===== src/rtl/ham_fsm.sv =====
module ham_fsm (
  input  logic       clk,
  input  logic       rst_n,
  input  logic       en_i,
  input  logic       start_i,
  input  logic       stop_i,
  input  logic [6:0] flip_i,
  output logic [3:0] state_o,
  output logic       busy_o,
  output logic       fire_o,
  output logic       done_o,
  output logic       fix_o
);

  localparam int SW = 4;

  function automatic int calc_k(input int n);
    int r;
    r = 0;
    for (int k = 8; k >= 1; k--)
      if ((1 << k) >= n + k + 1) r = k;
    return r;
  endfunction

  localparam int CK = calc_k(SW);
  localparam int CW = SW + CK;

  function automatic int dpos(input int i);
    int cnt, r;
    cnt = 0;
    r = 1;
    for (int p = 1; p <= CW; p++)
      if ((p & (p - 1)) != 0) begin
        if (cnt == i) r = p;
        cnt++;
      end
    return r;
  endfunction

  function automatic logic [CW-1:0] encode(input logic [SW-1:0] s);
    logic [CW-1:0] cw;
    logic par;
    cw = '0;
    for (int i = 0; i < SW; i++) cw[dpos(i)-1] = s[i];
    for (int c = 0; c < CK; c++) begin
      par = 1'b0;
      for (int p = 1; p <= CW; p++)
        if (((p >> c) & 1) == 1 && p != (1 << c)) par = par ^ cw[p-1];
      cw[(1 << c)-1] = par;
    end
    return cw;
  endfunction

  typedef enum logic [SW-1:0] {
    S_IDLE = 4'b0000,
    S_ARM  = 4'b0011,
    S_FIRE = 4'b0101,
    S_HOLD = 4'b0110,
    S_DONE = 4'b1111
  } st_t;

  localparam logic [CW-1:0] RST_CODE = encode(S_IDLE);

  logic [CW-1:0] code_q, fixed_code;
  logic [CK-1:0] syn;
  logic [SW-1:0] cur_s, nxt_s, d_s;

  // syndrome: stored checks against checks rebuilt from stored state
  always_comb begin
    for (int c = 0; c < CK; c++) begin
      syn[c] = 1'b0;
      for (int p = 1; p <= CW; p++)
        if (((p >> c) & 1) == 1) syn[c] = syn[c] ^ code_q[p-1];
    end
    fixed_code = code_q;
    if (syn != '0 && int'(syn) <= CW)
      fixed_code[int'(syn)-1] = ~code_q[int'(syn)-1];
    for (int i = 0; i < SW; i++) cur_s[i] = fixed_code[dpos(i)-1];
  end

  always_comb begin
    case (cur_s)
      S_IDLE:  nxt_s = start_i ? S_ARM : S_IDLE;
      S_ARM:   nxt_s = stop_i ? S_IDLE : S_FIRE;
      S_FIRE:  nxt_s = S_HOLD;
      S_HOLD:  nxt_s = stop_i ? S_DONE : S_HOLD;
      S_DONE:  nxt_s = S_IDLE;
      default: nxt_s = S_IDLE;
    endcase
  end

  // enable folded into the data path: stalled cycles rewrite the repaired word
  assign d_s = en_i ? nxt_s : cur_s;

  always_ff @(posedge clk or negedge rst_n) begin
    if (!rst_n) code_q <= RST_CODE;
    else        code_q <= encode(d_s) ^ flip_i;
  end

  assign state_o = cur_s;
  assign busy_o  = (cur_s == S_ARM) || (cur_s == S_FIRE) || (cur_s == S_HOLD);
  assign fire_o  = (cur_s == S_FIRE);
  assign done_o  = (cur_s == S_DONE);
  assign fix_o   = |syn;

endmodule



===== config.mk =====
export PLATFORM = sky130hd
export DESIGN_NAME = ham_fsm
export DESIGN_NICKNAME = d
export VERILOG_FILES = /design/src/rtl/ham_fsm.sv
export SDC_FILE = /design/constraint.sdc
export NUM_CORES = 1
export LEC_CHECK = 0
export BUFFER_PORTS_ARGS = -buffer_cell sky130_fd_sc_hd__buf_2
export CORE_MARGIN = 5
export CORE_UTILIZATION = 45
export CTS_BUF_LIST = sky130_fd_sc_hd__clkbuf_8
export DETAILED_ROUTE_END_ITERATION = 7
export PLACE_DENSITY = 0.71
export SYNTH_ARGS = -nofsm -noshare
export SYNTH_HDL_FRONTEND = slang
export SYNTH_SLANG_ARGS = --single-unit
export TNS_END_PERCENT = 10

===== constraint.sdc =====
create_clock -name clk -period 5.2 [get_ports clk]
set_clock_uncertainty 0.05 [all_clocks]
set_input_delay 0.26 -clock clk [delete_from_list [all_inputs] [get_ports clk]]
set_output_delay 0.26 -clock clk [all_outputs]
set_load 0.01 [all_outputs]

==> out/metrics.cfg <==
[placed_design]
gp_congestion = 0.822
io_buffers = 19
dp_hpwl_microns = 1710
dp_slack_ns = 1.10

[routing]
drc = 0
drt_pre_antenna_iters = 4
wl_per_cell_microns = 13.7
antenna_left = 0
num_vias = 901
via_per_inst = 5.67
first_iter_violations = 33
wirelength_microns = 2170

[clock_network]
clock-root-buffer = clkbuf_8
cts_buffers = 3
cts.clk_slew.worst_paths_ns = 0.04
clk_latency_ns = 0.22
htreeDepth = 1
cts_tree = built
max-clock-path-buffers = 2
cts.sinks = 7

[setup_path]
cp_max_fo = 12
critical_path_arrival_ns = 4.15
end_kind = register
worstPathRequired_ns = 5.24
criticalPathCategory = reg2reg
critPathLaunchType = register

[floorplan]
coreArea_sq_um = 2230
chipWidth_microns = 58.4
rows = 17
start_util = 0.473
die-height_microns = 58.4
die_area_sq_um = 3420
pin_count = 20

[sta]
final.setup.tns_ns = 0
setup_viol_count_final = 0
fmax_mhz = 243
worst_pin_slew_ns = 0.983
drv_slew = 0
min_period_over_period = 0.791
setup_slack_ns = 1.09
rsz0062_at_grt = false
min_period_ns = 4.11
relSlewSlack = 0.341
hold_viol_final = 0

[cells_and_area]
syn2layout_area_growth_pct = 9.12
largest_register_ffs = 7
diodes = 0
fin_nets = 147
top_regs = code_q: 7 flops
regMostFlops = code_q
fillCellCount = 210
drive_gt1_frac = 0.275

[run]
maxCapViolCount = 0

[global_routing]
grt_pass1_wl_microns = 3790
overflow = 0
antenna_found_initial = 0
grtUsageTotal = 0.139
grt_max_degree = 13
grt_pass1_vias = 878

[synth]
yosysSeqAreaShare = 0.166
netlist_area_sq_um = 1060
synthArstFlopShare = 1.00
synth-seq-cells = 7
post_synth.cell_area_avg_sq_um = 9.26
synthTopCellsByCount = 9 x xnor2_1, 7 x dfrtp_1, 7 x nor3_1, 7 x xor2_1, 6 x nand2_1
synth_cells = 114
synthMostInstantiatedCell = xnor2_1
synth_nets = 129
yosysTopAreaCell = dfrtp_1
synth.area.top_cells = dfrtp_1 17%, xnor2_1 7.5%, xor2_1 5.8%, ha_1 3.6%, nor3_1 3.3%
synth_top_cell_area_share = 0.166
synth_edf_count = 0
yosysWarnings = 0
ys.flop_type = dfrtp_1
synth_cell_types = 53

[status]
status = complete, no violations

[worst_hold_path]
hold_class = in2reg

## stage by stage
stage	std cells	instance area [sq um]	hold slack, ns	utilization
6_report	159	1150	0.178	0.516
5_1_grt	159	1150	0.176	0.516
2_1_floorplan	114	1060	-0.0856	-
4_1_cts	159	1150	0.176	0.516
3_3_place_gp	154	1100	0.0424	0.491
3_5_place_dp	154	1100	0.0437	0.491
## final timing paths
check,end,depth (start not counted),slack [ns],start
setup / recovery,code_q[0],12,1.09,code_q[2]
max in group asynchronous,code_q[3],2,4.61,rst_n
hold / removal,code_q[5],2,0.18,flip_i[5]
hold reg to reg,code_q[3],6,1.10,code_q[3]
setup reg to reg,code_q[0],12,1.09,code_q[2]
min in group asynchronous,code_q[5],2,0.34,rst_n
## layer usage
metal | GRT usage | vias to the layer above | routed length, microns
met5 | 0 | - | 0
met4 | 0.0497 | 0 | 15
met3 | 0.0263 | 4 | 107
met2 | 0.234 | 32 | 1030
met1 | 0.176 | 417 | 1020
li1 | - | 448 | -
## worst max-delay path: stages (launching register included)
cell,delay (ns)
dfrtp_1,0.45
xor2_1,0.20
xnor2_1,0.20
ha_1,0.38
and2_1,0.20
ha_1,0.39
nand3b_1,0.16
a21oi_2,0.05
o31ai_2,0.82
nor2_4,0.04
o2111a_1,0.30
a211oi_4,0.27
xnor3_1,0.45
## timing repair
action / 4_1_cts / 5_1_grt
hold endpoints to repair: 7 / 0
setup buffers: 0 / 0
hold buffers: 1 / 0
resized for setup: 0 / 0
## cell usage in the layout, fill, tap and decap left out, types with 2 or more instances in the layout
cell	Yosys	final
clkbuf_8	2	3
nand2b_1	2	2
nor4bb_1	2	2
ha_1	3	3
o21a_1	2	2
dfrtp_1	7	7
inv_1	5	6
a21oi_1	3	3
nand3_1	3	3
nand4_1	2	2
xnor2_2	2	2
nand2_1	6	6
nor3_1	7	7
nor4_1	3	3
and2_1	2	2
or3_1	2	2
nor2_1	4	4
o211ai_1	3	3
buf_2	2	19
xnor2_1	9	9
o21ai_0	5	5
xor2_1	7	7
## final cells by class
type	instances	area (sq um)	share of cell area
Timing Repair Buffer	20	105	0.0912
Clock buffer	3	41.3	0.0358
Tap cell	28	35.0	0.0304
Multi-Input combinational cell	94	769	0.668
Sequential cell	7	175	0.152
Inverter	6	22.5	0.0195
Clock inverter	1	3.75	0.00326
## cell families (layout without fill, tap and decap cells)
kind of cell / count (synthesis) / count (layout) / share of synthesized area
AO/OA/AOI/OAI: 24 / 24 / 0.177
flip-flops: 7 / 7 / 0.166
multiplexers: 2 / 2 / 0.0237
XOR/XNOR: 20 / 20 / 0.211
buffers and inverters: 13 / 30 / 0.105
AND/OR/NAND/NOR: 44 / 44 / 0.273
adder cells (fa/ha/maj): 4 / 4 / 0.0450
Power is left out: the tool's default activity adds up to more than one toggle a clock period on the data nets, which glitch-free logic cannot reach.
